===== src/rtl/serdev_pkg.sv =====
package serdev_pkg;

  typedef enum logic [1:0] {
    SEL_STATUS = 2'd0,
    SEL_ACTION = 2'd1,
    SEL_TXDATA = 2'd2,
    SEL_RXDATA = 2'd3
  } reg_sel_e;

  localparam int unsigned STB_TXSPACE = 0;
  localparam int unsigned STB_RXDATA  = 1;
  localparam int unsigned STB_URUN    = 2;
  localparam int unsigned STB_OVRUN   = 3;
  localparam int unsigned STATUS_W    = 4;

  // Assemble the status nibble from its four conditions.
  function automatic logic [STATUS_W-1:0] pack_status(input logic tx_space,
                                                      input logic rx_data,
                                                      input logic urun,
                                                      input logic ovrun);
    logic [STATUS_W-1:0] s;
    s = '0;
    s[STB_TXSPACE] = tx_space;
    s[STB_RXDATA]  = rx_data;
    s[STB_URUN]    = urun;
    s[STB_OVRUN]   = ovrun;
    return s;
  endfunction

  // Sticky flag next state: a set event outranks a clear request.
  function automatic logic sticky_next(input logic cur, input logic set, input logic clr);
    return set | (cur & ~clr);
  endfunction

endpackage


===== src/rtl/byte_queue.sv =====
module byte_queue #(
  parameter int unsigned W     = 8,
  parameter int unsigned DEPTH = 4
) (
  input  logic                           clk,
  input  logic                           rst_n,
  input  logic                           push,
  input  logic [W-1:0]                   push_data,
  input  logic                           pop,
  output logic [W-1:0]                   head,
  output logic [$clog2(DEPTH+1)-1:0]     count,
  output logic                           full,
  output logic                           empty,
  output logic                           push_ok,
  output logic                           pop_ok
);
  localparam int unsigned AW = (DEPTH > 1) ? $clog2(DEPTH) : 1;
  localparam int unsigned CW = $clog2(DEPTH+1);

  function automatic logic [AW-1:0] ptr_step(input logic [AW-1:0] p);
    return (p == AW'(DEPTH-1)) ? '0 : p + AW'(1);
  endfunction

  logic [W-1:0]  mem [DEPTH];
  logic [AW-1:0] rd_ptr, wr_ptr;
  logic [CW-1:0] count_q;

  assign full    = (count_q == CW'(DEPTH));
  assign empty   = (count_q == '0);
  assign push_ok = push & ~full;
  assign pop_ok  = pop & ~empty;
  assign head    = empty ? '0 : mem[rd_ptr];
  assign count   = count_q;

  always_ff @(posedge clk) begin
    if (push_ok) mem[wr_ptr] <= push_data;
  end

  always_ff @(posedge clk or negedge rst_n) begin
    if (!rst_n) begin
      rd_ptr  <= '0;
      wr_ptr  <= '0;
      count_q <= '0;
    end else begin
      if (push_ok) wr_ptr <= ptr_step(wr_ptr);
      if (pop_ok)  rd_ptr <= ptr_step(rd_ptr);
      count_q <= count_q + CW'(push_ok) - CW'(pop_ok);
    end
  end

  assert_no_overflow_R3: assert property (@(posedge clk) disable iff (!rst_n)
    count_q <= CW'(DEPTH));

  assert_full_drop_R7: assert property (@(posedge clk) disable iff (!rst_n)
    (push && full && !pop) |=> $stable(count_q));

  assert_empty_pop_R4: assert property (@(posedge clk) disable iff (!rst_n)
    (pop && empty && !push) |=> (count_q == '0));

endmodule


===== src/rtl/sticky_flags.sv =====
module sticky_flags
  import serdev_pkg::*;
#(
  parameter int unsigned N = 2
) (
  input  logic         clk,
  input  logic         rst_n,
  input  logic [N-1:0] set,
  input  logic [N-1:0] clr,
  output logic [N-1:0] flag
);
  for (genvar i = 0; i < N; i++) begin : g_flag
    always_ff @(posedge clk or negedge rst_n) begin
      if (!rst_n) flag[i] <= 1'b0;
      else        flag[i] <= sticky_next(flag[i], set[i], clr[i]);
    end

    assert_set_wins_R6: assert property (@(posedge clk) disable iff (!rst_n)
      set[i] |=> flag[i]);

    assert_sticky_hold_R5: assert property (@(posedge clk) disable iff (!rst_n)
      (flag[i] && !clr[i]) |=> flag[i]);

    assert_clear_works_R5: assert property (@(posedge clk) disable iff (!rst_n)
      (clr[i] && !set[i]) |=> !flag[i]);
  end

endmodule


===== src/rtl/serdev_hostregs.sv =====
module serdev_hostregs
  import serdev_pkg::*;
#(
  parameter int unsigned DATA_W    = 8,
  parameter int unsigned TXQ_DEPTH = 4,
  parameter int unsigned RXQ_DEPTH = 4
) (
  input  logic              clk,
  input  logic              rst_n,
  input  logic [1:0]        bus_sel,
  input  logic              bus_wr,
  input  logic              bus_rd,
  input  logic [DATA_W-1:0] bus_wdata,
  output logic [DATA_W-1:0] bus_rdata,
  output logic [DATA_W-1:0] line_tx_byte,
  output logic              line_tx_valid,
  input  logic              line_tx_take,
  input  logic [DATA_W-1:0] line_rx_byte,
  input  logic              line_rx_strobe,
  input  logic              line_urun_evt,
  input  logic              line_ovrun_evt
);
  localparam int unsigned TCW = $clog2(TXQ_DEPTH+1);
  localparam int unsigned RCW = $clog2(RXQ_DEPTH+1);

  // Named decode events
  logic wr_txd, rd_rxd, wr_act;
  assign wr_txd = bus_wr & (bus_sel == SEL_TXDATA);
  assign rd_rxd = bus_rd & (bus_sel == SEL_RXDATA);
  assign wr_act = bus_wr & (bus_sel == SEL_ACTION);

  // Transmit queue
  logic [TCW-1:0] tx_count;
  logic tx_full, tx_empty, tx_push_ok, tx_pop_ok;

  byte_queue #(.W(DATA_W), .DEPTH(TXQ_DEPTH)) u_txq (
    .clk      (clk),
    .rst_n    (rst_n),
    .push     (wr_txd),
    .push_data(bus_wdata),
    .pop      (line_tx_take),
    .head     (line_tx_byte),
    .count    (tx_count),
    .full     (tx_full),
    .empty    (tx_empty),
    .push_ok  (tx_push_ok),
    .pop_ok   (tx_pop_ok)
  );
  assign line_tx_valid = ~tx_empty;

  // Receive queue
  logic [DATA_W-1:0] rx_head;
  logic [RCW-1:0] rx_count;
  logic rx_full, rx_empty, rx_push_ok, rx_pop_ok;

  byte_queue #(.W(DATA_W), .DEPTH(RXQ_DEPTH)) u_rxq (
    .clk      (clk),
    .rst_n    (rst_n),
    .push     (line_rx_strobe),
    .push_data(line_rx_byte),
    .pop      (rd_rxd),
    .head     (rx_head),
    .count    (rx_count),
    .full     (rx_full),
    .empty    (rx_empty),
    .push_ok  (rx_push_ok),
    .pop_ok   (rx_pop_ok)
  );

  // Error flags: index 0 underrun, index 1 overrun
  logic rx_drop;
  logic [1:0] err_set, err_clr, err_flag;
  assign rx_drop    = line_rx_strobe & ~rx_push_ok;
  assign err_set[0] = line_urun_evt;
  assign err_set[1] = line_ovrun_evt | rx_drop;
  assign err_clr[0] = wr_act & bus_wdata[STB_URUN];
  assign err_clr[1] = wr_act & bus_wdata[STB_OVRUN];

  sticky_flags #(.N(2)) u_err (
    .clk  (clk),
    .rst_n(rst_n),
    .set  (err_set),
    .clr  (err_clr),
    .flag (err_flag)
  );

  logic [STATUS_W-1:0] status;
  assign status = pack_status(~tx_full, ~rx_empty, err_flag[0], err_flag[1]);

  // Action bits 0/1 and the upper data bits are deliberately unused
  logic unused_bits;
  assign unused_bits = ^{bus_wdata[1:0], bus_wdata[DATA_W-1:STATUS_W],
                         tx_push_ok, tx_pop_ok, rx_pop_ok};

  always_comb begin
    bus_rdata = '0;
    if (bus_rd) begin
      unique case (bus_sel)
        SEL_STATUS: bus_rdata = DATA_W'(status);
        SEL_RXDATA: bus_rdata = rx_head;
        default:    bus_rdata = '0;
      endcase
    end
  end

  assert_txspace_drop_R1: assert property (@(posedge clk) disable iff (!rst_n)
    (wr_txd && tx_count == TCW'(TXQ_DEPTH-1) && !line_tx_take) |=> !status[STB_TXSPACE]);

  assert_rx_pop_R4: assert property (@(posedge clk) disable iff (!rst_n)
    (rd_rxd && !rx_empty && !line_rx_strobe) |=> (rx_count == $past(rx_count) - RCW'(1)));

  assert_drop_sets_ovr_R7: assert property (@(posedge clk) disable iff (!rst_n)
    (line_rx_strobe && rx_full && !rd_rxd) |=> status[STB_OVRUN]);

  assert_ro_write_ignored_R8: assert property (@(posedge clk) disable iff (!rst_n)
    (bus_wr && bus_sel == SEL_RXDATA && !bus_rd && !line_rx_strobe) |=> $stable(rx_count));

  assert_wo_read_zero_R8: assert property (@(posedge clk) disable iff (!rst_n)
    (bus_rd && (bus_sel == SEL_ACTION || bus_sel == SEL_TXDATA)) |-> (bus_rdata == '0));

endmodule


===== config.mk =====
export PLATFORM = sky130hd
export DESIGN_NAME = serdev_hostregs
export DESIGN_NICKNAME = d
export VERILOG_FILES = /design/src/rtl/serdev_pkg.sv /design/src/rtl/byte_queue.sv /design/src/rtl/sticky_flags.sv /design/src/rtl/serdev_hostregs.sv
export SDC_FILE = /design/constraint.sdc
export NUM_CORES = 1
export LEC_CHECK = 0
export BUFFER_PORTS_ARGS = -buffer_cell sky130_fd_sc_hd__buf_2
export CAP_MARGIN = 20
export CORE_ASPECT_RATIO = 1.25
export CORE_UTILIZATION = 23
export CTS_CLUSTER_DIAMETER = 120
export DETAILED_ROUTE_END_ITERATION = 10
export GPL_TIMING_DRIVEN = 1
export PLACE_DENSITY = 0.35
export RECOVER_POWER = 50
export SETUP_SLACK_MARGIN = 0.15
export SLEW_MARGIN = 40
export SYNTH_ARGS = -nofsm -noshare
export SYNTH_HDL_FRONTEND = slang
export SYNTH_SLANG_ARGS = --single-unit

===== constraint.sdc =====
create_clock -name clk -period 5.5 [get_ports clk]
set_input_delay 1.1 -clock clk [delete_from_list [all_inputs] [get_ports clk]]
set_output_delay 1.1 -clock clk [all_outputs]
set_load 0.02 [all_outputs]

==> impl_metrics.ini <==
[critical_path]
r2r_cells = 8
reg2reg_slack_ns = 2.93
cp-start-kind = primary input
slowest_delay_ns = 0.56
r2r-end = u_txq.count[2]
path_class = primary input to output port
required_ns = 4.40
crit_chain = clkbuf_1, inv_1, ha_1, nor2b_1, nand2_1, o21ai_0, buf_2
cp-end-kind = output port
worstPathMaxFanout = 9
crit_arrival_ns = 2.83
cp_slowest_cell = nor2b_1
r2r_start = u_txq.count[1]

[placed_design]
placed_area_um2 = 3870
io_buffer_count = 42
place_ws_ns = 1.59
gp_congestion = 0.676
dp_hpwl_mm = 4.87

[power]
switchingPower_w = 0.000630
p_per_area_nw_per_um2 = 512
pwr-share-seq_pct = 42.3
share_comb_of_total_power_pct = 25.5
p_int_w = 0.00151
power.leakage_nw = 1.55
ir_drop_uv = 198
switching_share_pct = 29.4
pwr-share-clk_pct = 32.2

[grt]
grt_antenna_before_repair = 1
grt_start_max_net_pins = 17
gr-total-overflow = 0
grt_pass1_vias = 1875
grt_pass1_wl_mm = 11.0
grt_usage_pct = 10.1

[hold_path]
hold_path_startpoint = u_err.flag[0]
hold_end = u_err.flag[0]
hold_class = flop to flop
hold_depth = 1

[cts]
cts-root-buf = clkbuf_16
cts_setup_buffers = 0
ctsResizeCount = 0
cts_sinks = 80
numCtsBuffers = 9
clk_path_buf_depth = 2
cts_hold_buf = 0
cts_tree = built
clk_latency_ns = 0.34
clk_pin_slew_ns = 0.06
htreeDepth = 3

[logic_synthesis]
syn_inst = 198
yosysSeqAreaShare_pct = 67.0
synth_area_per_cell_um2 = 17.5
synth_area_um2 = 3470
ys_types = 31
syn-num-nets = 244
synth.ff_latch_count = 80
yosysWarnings = 0

[timing]
clock.fmax_mhz = 255
fin_setup_tns_ns = 0
final.min_clock_period_ns = 3.93
postLayoutSetupSlackWorst_ns = 1.57
tightest_slew_ns = 1.02
worst_clock_skew_ns = 0.00486
finalHoldViolCount = 0
min_period_over_period_pct = 71.4
report.final.slew_viol_count = 0
rsz0062_at_grt = false
setup_violations = 0
slew_headroom_pct = 31.9

[final_layout]
fin_area_um2 = 4180
n_antenna_cell = 0
fin_util_pct = 28.8
drive_gt1_share_pct = 27.6
layout_common_cells = edfxtp_1, buf_2, clkbuf_1
mostFrequentLayoutCell = edfxtp_1
syn_to_final_growth_pct = 20.6
finalNetCount = 291

[detailed_routing]
wirelength_mm = 7.09
via_per_inst = 4.08
drtPass1Iterations = 9
drt_iter0_markers = 56
drc = 5
final_antenna_net_count = 0
via_count = 1747
wl_per_cell_um = 16.6

[run_status]
violations = design-rule violations
status = finished with violations

[die]
die-area_um2 = 15600
core_um2 = 14500
io-pin-count = 43
die_h_um = 139
initial_utilization_pct = 23.9
die_x_um = 112
fp-row-count = 49

[run]
drv_cap = 0
[power groups by stage]
stage	clock network [W]	logic, W	registers (W)
5_1_grt	0.000734	0.000617	0.000925
6_report	0.000690	0.000546	0.000905
3_3_place_gp	0	0.000571	0.000928
3_5_place_dp	0	0.000576	0.000927
2_1_floorplan	0	0.000494	0.000834
4_1_cts	0.000712	0.000575	0.000914
[flip-flops by register name (all words and copies together), names as in the netlist]
signal	flops
u_rxq.mem	32
u_txq.count	3
u_rxq.count	3
u_txq.rd_ptr	2
u_txq.mem	32
u_rxq.wr_ptr	2
u_err.flag	2
u_rxq.rd_ptr	2
u_txq.wr_ptr	2
[cells in the mapped netlist]
| cell type | n | share of area, % |
|---|---|---|
| nor2b_1 | 1 | 0.18 |
| and2_1 | 9 | 1.6 |
| inv_1 | 15 | 1.6 |
| a32o_1 | 2 | 0.58 |
| and2_4 | 1 | 0.25 |
| ha_1 | 18 | 6.5 |
| dfrtp_1 | 16 | 12 |
| or3_1 | 1 | 0.18 |
| buf_6 | 1 | 0.32 |
| and3_1 | 4 | 0.72 |
| buf_2 | 2 | 0.29 |
| buf_1 | 1 | 0.11 |
| nand3_1 | 5 | 0.72 |
| xor2_1 | 1 | 0.25 |
| o21ai_0 | 2 | 0.29 |
| mux2_4 | 2 | 0.87 |
| a21oi_1 | 1 | 0.14 |
| mux2_2 | 6 | 1.9 |
| nor3b_1 | 1 | 0.22 |
| mux4_2 | 16 | 10 |
| nor3_1 | 1 | 0.14 |
| a21boi_1 | 1 | 0.22 |
| nor2_1 | 6 | 0.65 |
| edfxtp_1 | 64 | 55 |
| o31a_1 | 1 | 0.25 |
| xnor2_1 | 3 | 0.76 |
| fa_1 | 2 | 1.2 |
| clkbuf_1 | 2 | 0.22 |
| a21o_1 | 1 | 0.22 |
| nand2_1 | 4 | 0.43 |
| and2_2 | 8 | 1.7 |
[stage by stage]
step                total power, W  cells  hold slack, ns
floorplan                  0.00133    198           0.449
global placement           0.00150    412           0.472
detailed placement         0.00150    412           0.468
CTS                        0.00220    428           0.492
global route               0.00228    428           0.533
finish                     0.00214    428           0.485
[kinds of logic (layout without fill, tap and decap cells)]
family          after synthesis  after routing  synth area share [%]
flops                        80             80                  67.0
simple gates                 41             41                  6.86
mux                          24             24                  13.2
buf+inv                      21             73                  2.56
fa+ha+maj                    20             20                  7.65
compound gates                8              8                  1.70
xor+xnor                      4              4                  1.01
[area by class of cell]
| type | count | area (um^2) |
|---|---|---|
| clock buffers | 10 | 229 |
| clock inverters | 6 | 115 |
| fillers | 1444 | 10300 |
| inverters | 15 | 56.3 |
| multi-input cells | 97 | 1050 |
| flip-flops and latches | 80 | 2320 |
| well taps | 178 | 223 |
| repair buffers | 42 | 186 |
[worst max path at each step]
| stage | from | end | slack, ns | depth (start not counted) |
|---|---|---|---|---|
| 3_5_place_dp | bus_sel[0] | bus_rdata[0] | 1.59 | 7 |
| 2_1_floorplan | bus_sel[0] | bus_rdata[0] | 2.10 | 6 |
| 4_1_cts | bus_sel[0] | bus_rdata[0] | 1.58 | 7 |
| 5_1_grt | bus_sel[1] | bus_rdata[0] | 1.44 | 7 |
| 3_3_place_gp | bus_sel[0] | bus_rdata[0] | 1.63 | 7 |
| 6_report | bus_sel[1] | bus_rdata[0] | 1.57 | 7 |
[layer usage]
| layer | share of wire [%] | vias up | global-route usage [%] |
|---|---|---|---|
| li1 | - | 831 | - |
| met1 | 43 | 857 | 11.5 |
| met2 | 49 | 46 | 16.3 |
| met3 | 4.7 | 13 | 3.31 |
| met4 | 2.8 | 0 | 6.61 |
| met5 | 0 | - | 0 |
[worst max-delay path: cells and delay by family]
family / cells / cell delay [ns]
adder cells (fa/ha/maj): 1 / 0.28
buffers and inverters: 3 / 0.43
AND/OR/NAND/NOR: 2 / 0.71
AO/OA/AOI/OAI: 1 / 0.29
(Power assumes the default switching activity.)
